File: src/rtl/mst_pkg.sv
package mst_pkg;

  // Write-bus events the tracker reacts to
  typedef enum logic [1:0] {
    EV_NONE  = 2'd0,
    EV_START = 2'd1,
    EV_STOP  = 2'd2,
    EV_ABORT = 2'd3
  } wr_event_e;

  localparam int unsigned ADDR_MAX_W = 16;

  // Classify one register write. Address arguments are zero-extended to ADDR_MAX_W.
  function automatic wr_event_e classify_write(
    input logic                  en,
    input logic [ADDR_MAX_W-1:0] addr,
    input logic [7:0]            data,
    input logic [ADDR_MAX_W-1:0] rate_addr,
    input logic [ADDR_MAX_W-1:0] status_addr,
    input logic [ADDR_MAX_W-1:0] prot_lo,
    input logic [ADDR_MAX_W-1:0] prot_hi
  );
    wr_event_e ev;
    ev = EV_NONE;
    if (en) begin
      if (addr == rate_addr) begin
        ev = (data != 8'd0) ? EV_START : EV_STOP;
      end else if (addr != status_addr && addr >= prot_lo && addr <= prot_hi) begin
        ev = EV_ABORT;
      end
    end
    return ev;
  endfunction

endpackage

File: src/rtl/mst_wr_decode.sv
module mst_wr_decode
  import mst_pkg::*;
#(
  parameter int unsigned ADDR_W      = 5,
  parameter int unsigned RATE_ADDR   = 13,
  parameter int unsigned STATUS_ADDR = 14,
  parameter int unsigned PROT_LO     = 0,
  parameter int unsigned PROT_HI     = 15
) (
  input  logic              clk,
  input  logic              rst_n,
  input  logic              wr_en,
  input  logic [ADDR_W-1:0] wr_addr,
  input  logic [7:0]        wr_data,
  output logic              start_evt,
  output logic              stop_evt,
  output logic              abort_evt
);

  localparam logic [ADDR_MAX_W-1:0] RATE_A   = ADDR_MAX_W'(RATE_ADDR);
  localparam logic [ADDR_MAX_W-1:0] STATUS_A = ADDR_MAX_W'(STATUS_ADDR);
  localparam logic [ADDR_MAX_W-1:0] LO_A     = ADDR_MAX_W'(PROT_LO);
  localparam logic [ADDR_MAX_W-1:0] HI_A     = ADDR_MAX_W'(PROT_HI);

  wr_event_e ev;

  always_comb begin
    ev = classify_write(wr_en, ADDR_MAX_W'(wr_addr), wr_data, RATE_A, STATUS_A, LO_A, HI_A);
  end

  assign start_evt = (ev == EV_START);
  assign stop_evt  = (ev == EV_STOP);
  assign abort_evt = (ev == EV_ABORT);

  // a status write never raises an event
  p_status_quiet_r7: assert property (@(posedge clk) disable iff (!rst_n)
    (wr_en && ADDR_MAX_W'(wr_addr) == STATUS_A) |-> !(start_evt || stop_evt || abort_evt));

  // writes outside the protected range cannot abort
  p_outside_quiet_r7: assert property (@(posedge clk) disable iff (!rst_n)
    (ADDR_MAX_W'(wr_addr) > HI_A || ADDR_MAX_W'(wr_addr) < LO_A) |-> !abort_evt);

endmodule

File: src/rtl/mst_sat_counter.sv
module mst_sat_counter #(
  parameter int unsigned W = 24
) (
  input  logic         clk,
  input  logic         rst_n,
  input  logic         clr,
  input  logic         inc,
  output logic [W-1:0] cnt,
  output logic         at_max
);

  localparam logic [W-1:0] ALL_ONES = '1;
  localparam logic [W-1:0] ONE      = W'(1);

  function automatic logic [W-1:0] sat_next(input logic [W-1:0] v);
    return (v == ALL_ONES) ? v : v + ONE;
  endfunction

  always_ff @(posedge clk or negedge rst_n) begin
    if (!rst_n)   cnt <= '0;
    else if (clr) cnt <= '0;
    else if (inc) cnt <= sat_next(cnt);
  end

  assign at_max = (cnt == ALL_ONES);

  // a strobe below the ceiling advances by exactly one
  p_step_r3: assert property (@(posedge clk) disable iff (!rst_n)
    (!clr && inc && !at_max) |=> (cnt == $past(cnt) + ONE));

  // at the ceiling the value holds
  p_sat_hold_r9: assert property (@(posedge clk) disable iff (!rst_n)
    (!clr && at_max) |=> at_max);

  // with no strobe and no clear, the value is stable
  p_idle_hold_r4: assert property (@(posedge clk) disable iff (!rst_n)
    (!clr && !inc) |=> $stable(cnt));

endmodule

File: src/rtl/mst_readback.sv
module mst_readback #(
  parameter int unsigned ADDR_W       = 5,
  parameter int unsigned CNT_W        = 24,
  parameter int unsigned MISSION_BASE = 16,
  parameter int unsigned LIFE_BASE    = 19
) (
  input  logic [ADDR_W-1:0] rd_addr,
  input  logic [CNT_W-1:0]  mission_cnt,
  input  logic [CNT_W-1:0]  life_cnt,
  output logic [7:0]        rd_data,
  output logic              rd_hit
);

  localparam int unsigned NBYTES = (CNT_W + 7) / 8;
  localparam int unsigned PAD_W  = NBYTES * 8;

  logic [PAD_W-1:0] mis_pad;
  logic [PAD_W-1:0] life_pad;
  logic [7:0]       mis_b  [NBYTES];
  logic [7:0]       life_b [NBYTES];

  assign mis_pad  = PAD_W'(mission_cnt);
  assign life_pad = PAD_W'(life_cnt);

  for (genvar k = 0; k < NBYTES; k++) begin : g_bytes
    assign mis_b[k]  = mis_pad[8*k +: 8];
    assign life_b[k] = life_pad[8*k +: 8];
  end

  always_comb begin
    rd_data = 8'd0;
    rd_hit  = 1'b0;
    for (int k = 0; k < NBYTES; k++) begin
      if (rd_addr == ADDR_W'(MISSION_BASE + k)) begin
        rd_data = mis_b[k];
        rd_hit  = 1'b1;
      end
      if (rd_addr == ADDR_W'(LIFE_BASE + k)) begin
        rd_data = life_b[k];
        rd_hit  = 1'b1;
      end
    end
  end

endmodule

File: src/rtl/mission_tally.sv
module mission_tally #(
  parameter int unsigned ADDR_W       = 5,
  parameter int unsigned CNT_W        = 24,
  parameter int unsigned RATE_ADDR    = 13,
  parameter int unsigned STATUS_ADDR  = 14,
  parameter int unsigned PROT_LO      = 0,
  parameter int unsigned PROT_HI      = 15,
  parameter int unsigned MISSION_BASE = 16,
  parameter int unsigned LIFE_BASE    = 19
) (
  input  logic              clk,
  input  logic              rst_n,
  input  logic              wr_en,
  input  logic [ADDR_W-1:0] wr_addr,
  input  logic [7:0]        wr_data,
  input  logic              sample_stb,
  input  logic [ADDR_W-1:0] rd_addr,
  output logic [7:0]        rd_data,
  output logic              mission_active
);

  logic             start_evt, stop_evt, abort_evt;
  logic             count_en;
  logic [CNT_W-1:0] mission_cnt, life_cnt;
  logic             mission_max, life_max;
  logic             rd_hit;

  mst_wr_decode #(
    .ADDR_W(ADDR_W), .RATE_ADDR(RATE_ADDR), .STATUS_ADDR(STATUS_ADDR),
    .PROT_LO(PROT_LO), .PROT_HI(PROT_HI)
  ) u_decode (
    .clk(clk), .rst_n(rst_n),
    .wr_en(wr_en), .wr_addr(wr_addr), .wr_data(wr_data),
    .start_evt(start_evt), .stop_evt(stop_evt), .abort_evt(abort_evt)
  );

  // Mission flag: a start takes effect at its own edge, stop and abort at theirs
  always_ff @(posedge clk or negedge rst_n) begin
    if (!rst_n)                     mission_active <= 1'b0;
    else if (start_evt)             mission_active <= 1'b1;
    else if (stop_evt || abort_evt) mission_active <= 1'b0;
  end

  // A strobe counts only against the flag value held before this edge
  assign count_en = mission_active && sample_stb;

  mst_sat_counter #(.W(CNT_W)) u_mission (
    .clk(clk), .rst_n(rst_n), .clr(start_evt), .inc(count_en),
    .cnt(mission_cnt), .at_max(mission_max)
  );

  mst_sat_counter #(.W(CNT_W)) u_life (
    .clk(clk), .rst_n(rst_n), .clr(1'b0), .inc(count_en),
    .cnt(life_cnt), .at_max(life_max)
  );

  mst_readback #(
    .ADDR_W(ADDR_W), .CNT_W(CNT_W), .MISSION_BASE(MISSION_BASE), .LIFE_BASE(LIFE_BASE)
  ) u_read (
    .rd_addr(rd_addr), .mission_cnt(mission_cnt), .life_cnt(life_cnt),
    .rd_data(rd_data), .rd_hit(rd_hit)
  );

  // a start write leaves the flag set and the mission count at zero
  p_start_r2: assert property (@(posedge clk) disable iff (!rst_n)
    start_evt |=> (mission_active && mission_cnt == '0));

  // a zero-rate write stops the mission without touching an idle count
  p_stop_keep_r5: assert property (@(posedge clk) disable iff (!rst_n)
    (stop_evt && !sample_stb) |=> (!mission_active && $stable(mission_cnt) && $stable(life_cnt)));

  // a protected write aborts the mission
  p_abort_r6: assert property (@(posedge clk) disable iff (!rst_n)
    abort_evt |=> !mission_active);

  // strobes while idle change nothing
  p_idle_ignore_r4: assert property (@(posedge clk) disable iff (!rst_n)
    (!mission_active && !start_evt) |=> ($stable(mission_cnt) && $stable(life_cnt)));

  // the lifetime count never goes down
  p_life_mono_r8: assert property (@(posedge clk) disable iff (!rst_n)
    1'b1 |=> (life_cnt >= $past(life_cnt)));

  // a saturated lifetime count stays saturated
  p_life_sat_r9: assert property (@(posedge clk) disable iff (!rst_n)
    life_max |=> life_max);

  // unmapped read addresses return zero
  p_unmapped_r10: assert property (@(posedge clk) disable iff (!rst_n)
    !rd_hit |-> (rd_data == 8'd0));

  // while both counters advance together, their difference is preserved
  p_lockstep_r11: assert property (@(posedge clk) disable iff (!rst_n)
    (count_en && !start_evt && !life_max && !mission_max)
      |=> (life_cnt - mission_cnt == $past(life_cnt) - $past(mission_cnt)));

endmodule

File: config.mk
export PLATFORM = sky130hd
export DESIGN_NAME = mission_tally
export DESIGN_NICKNAME = d
export VERILOG_FILES = /design/src/rtl/mst_pkg.sv /design/src/rtl/mst_wr_decode.sv /design/src/rtl/mst_sat_counter.sv /design/src/rtl/mst_readback.sv /design/src/rtl/mission_tally.sv
export SDC_FILE = /design/constraint.sdc
export NUM_CORES = 1
export LEC_CHECK = 0
export CORE_MARGIN = 2
export CORE_UTILIZATION = 53
export CTS_CLUSTER_DIAMETER = 200
export DETAILED_ROUTE_END_ITERATION = 6
export GPL_TIMING_DRIVEN = 0
export PLACE_DENSITY = 0.74
export SLEW_MARGIN = 20
export SYNTH_ARGS = -nofsm -noshare
export SYNTH_HDL_FRONTEND = slang
export SYNTH_HIERARCHICAL = 1
export SYNTH_SLANG_ARGS = --single-unit
File: constraint.sdc
create_clock -name clk -period 1.8 [get_ports clk]
set_clock_uncertainty 0.1 [all_clocks]
set_input_delay 0.18 -clock clk [delete_from_list [all_inputs] [get_ports clk]]
set_output_delay 0.18 -clock clk [all_outputs]
set_load 0.02 [all_outputs]
==> results_dict.tcl <==
set metrics [dict create \
    outcome "finished with violations" \
    violations "design-rule violations, negative setup slack" \
    fillCellCount 388 \
    pwr_density_cell_nw_per_um2 417 \
    syn-cell-area_sq_um 3650 \
    final-seq-area_sq_um 1250 \
    clkPwrFrac 0.307 \
    finalSetupViolCount 28 \
    intPower_uw 1630 \
    reg2reg_depth 7 \
    fp.dieH_um 87.0 \
    min_period_ns 1.88 \
    fin_nets 563 \
    port_buffers 29 \
    max_slew.worst_pin.slew_ns 0.644 \
    fin_util 0.804 \
    clkLatencyLatePin_ns 0.31 \
    drive_gt1_frac 0.428 \
    switchingPower_uw 621 \
    clk_root_buffer_cell "clkbuf_8" \
    arrival_ns 1.99 \
    r2r_slack_ns -0.08 \
    grt_first_pass_wirelength_mm 17.8 \
    fin_cells 620 \
    ios 31 \
    grt_antenna_before_repair 0 \
    relSlewSlack 0.571 \
    switching_share 0.276 \
    drc_errors 38 \
    pwr-share-seq 0.515 \
    clock_path_buffers 2 \
    grt_max_degree 50 \
    grt_pass1_vias 3488 \
    overflow 0 \
    routabilityCongestion 0.930 \
    finalWirelength_mm 13.0 \
    avgViaCountPerCell 6.68 \
    r2r_start "mission_active" \
    wl_per_cell_um 20.9 \
    hold_class "input pin to async pin" \
    critPathKind "flop to flop" \
    core-area_sq_um 6720 \
    ant_nets 0 \
    diodes 0 \
    grt_use_total 0.301 \
    die_w_um 87.0 \
    path_clk_slew_ns 0.09 \
    grt_setup_unrepaired "true" \
    p_comb_frac 0.178 \
    firstDrtPassIters 7 \
    max_freq_ghz 0.531 \
    drtIter0Drc 695 \
    reg2reg_to "u_life/cnt[20]" \
    dpl.cell_count 522 \
    syn-instance-count 409 \
    yosysWarnings 6 \
    setup_ws_ns -0.0838 \
    slew_viol_final 0 \
    rows 30 \
    avgSynthCellArea_sq_um 8.92 \
    htreeDepth 2 \
    cts_tree "built" \
    vdd_drop_max_uv 442 \
    cts_buffers 5 \
    end_kind "flop" \
    die-area_sq_um 7560 \
    cp-start-kind "flop" \
    worstPathRequired_ns 1.90 \
    final_hold_viol_count 0 \
    area_growth_pct 48.1 \
    start_util 0.543 \
    min_period_over_period 1.05 \
    cts.sinks 49 \
    dpl.hpwl_mm 7.01 \
    p_leak_uw 0.00232 \
    cp_max_fo 7 \
    multiInputGateArea_sq_um 2690 \
    vias 4143 \
    maxCapViolCount 0 \
]
## worst max-delay path by stage
| stage | from | to | slack [ns] |
|---|---|---|---|
| after floorplan | u_mission/cnt[0] | u_mission/cnt[1] | -0.01 |
| after global placement | rst_n | mission_active | -1.30 |
| after detailed placement | wr_addr[1] | u_mission/cnt[0] | -1.03 |
| after CTS | u_life/cnt[0] | u_life/cnt[4] | -0.03 |
| after global routing | u_life/cnt[0] | u_life/cnt[4] | -0.15 |
| final | mission_active | u_life/cnt[20] | -0.08 |
## worst max-delay path, stage by stage (launching register included)
cell and delay, ns:
dfrtp_2 0.36, and2_4 0.18, buf_4 0.12, and3_2 0.27
nand3_4 0.18, nor4_4 0.33, xnor2_1 0.15, nor2_1 0.07
## registers in the layout (all words and copies together) (netlist names)
register / count
mission_active: 1
u_life/cnt: 24
u_mission/cnt: 24
## power groups by stage
stage	logic (uW)	registers (uW)	clock network, uW
2_1_floorplan	153	1180	0
6_report	401	1160	692
5_1_grt	432	1170	735
3_3_place_gp	261	1180	0
3_5_place_dp	270	1180	0
4_1_cts	356	1150	693
## through the flow
stage	setup slack (ns)	total power [uW]	setup TNS [ns]	hold slack, ns	cell area (sq um)
after detailed placement	-1.03	1450	-31.70	0.149	4120
after global routing	-0.149	2330	-2.93	0.404	5410
after floorplan	-0.0130	1330	-0.0315	-0.216	3730
after CTS	-0.0334	2190	-0.138	0.363	4840
final	-0.0838	2250	-0.938	0.339	5410
after global placement	-1.30	1440	-85.45	0.389	4120
## cell type report
class                   count  area share
multi-input cells         336       0.498
well taps                  80      0.0185
inverters                   5     0.00347
repair buffers            123       0.199
flip-flops and latches     49       0.232
plain buffers              19      0.0326
clock buffers               8      0.0167
## layout by cell type, fill, tap and decap left out, types with 8 or more instances in the layout
| cell type | instances |
|---|---|
| a31oi_1 | 8 |
| and4_4 | 9 |
| and3_1 | 8 |
| clkdlybuf4s50_1 | 16 |
| nor2b_1 | 17 |
| a21oi_1 | 26 |
| buf_6 | 34 |
| mux2_4 | 8 |
| buf_4 | 78 |
| nand3_1 | 9 |
| dfrtp_2 | 23 |
| nor2_1 | 47 |
| nand2_1 | 18 |
| dfrtp_1 | 26 |
| xnor2_1 | 20 |
| nand4_1 | 14 |
| nor4_4 | 11 |
## routing by layer
metal,vias up,part of all wire,track usage
li1,1767,-,-
met1,1962,0.40,0.443
met2,333,0.44,0.446
met3,81,0.10,0.0455
met4,0,0.055,0.114
met5,-,0,0
## what timing repair did
item / 4_1_cts / 5_1_grt
hold buffers: 1 / 0
buffers inserted: 52 / 42
endpoints found under the hold margin: 49 / 0
gates resized for setup: 131 / 73
pin swaps: 29 / 44
setup endpoints to repair: 56 / 53
(Power assumes the default switching activity.)
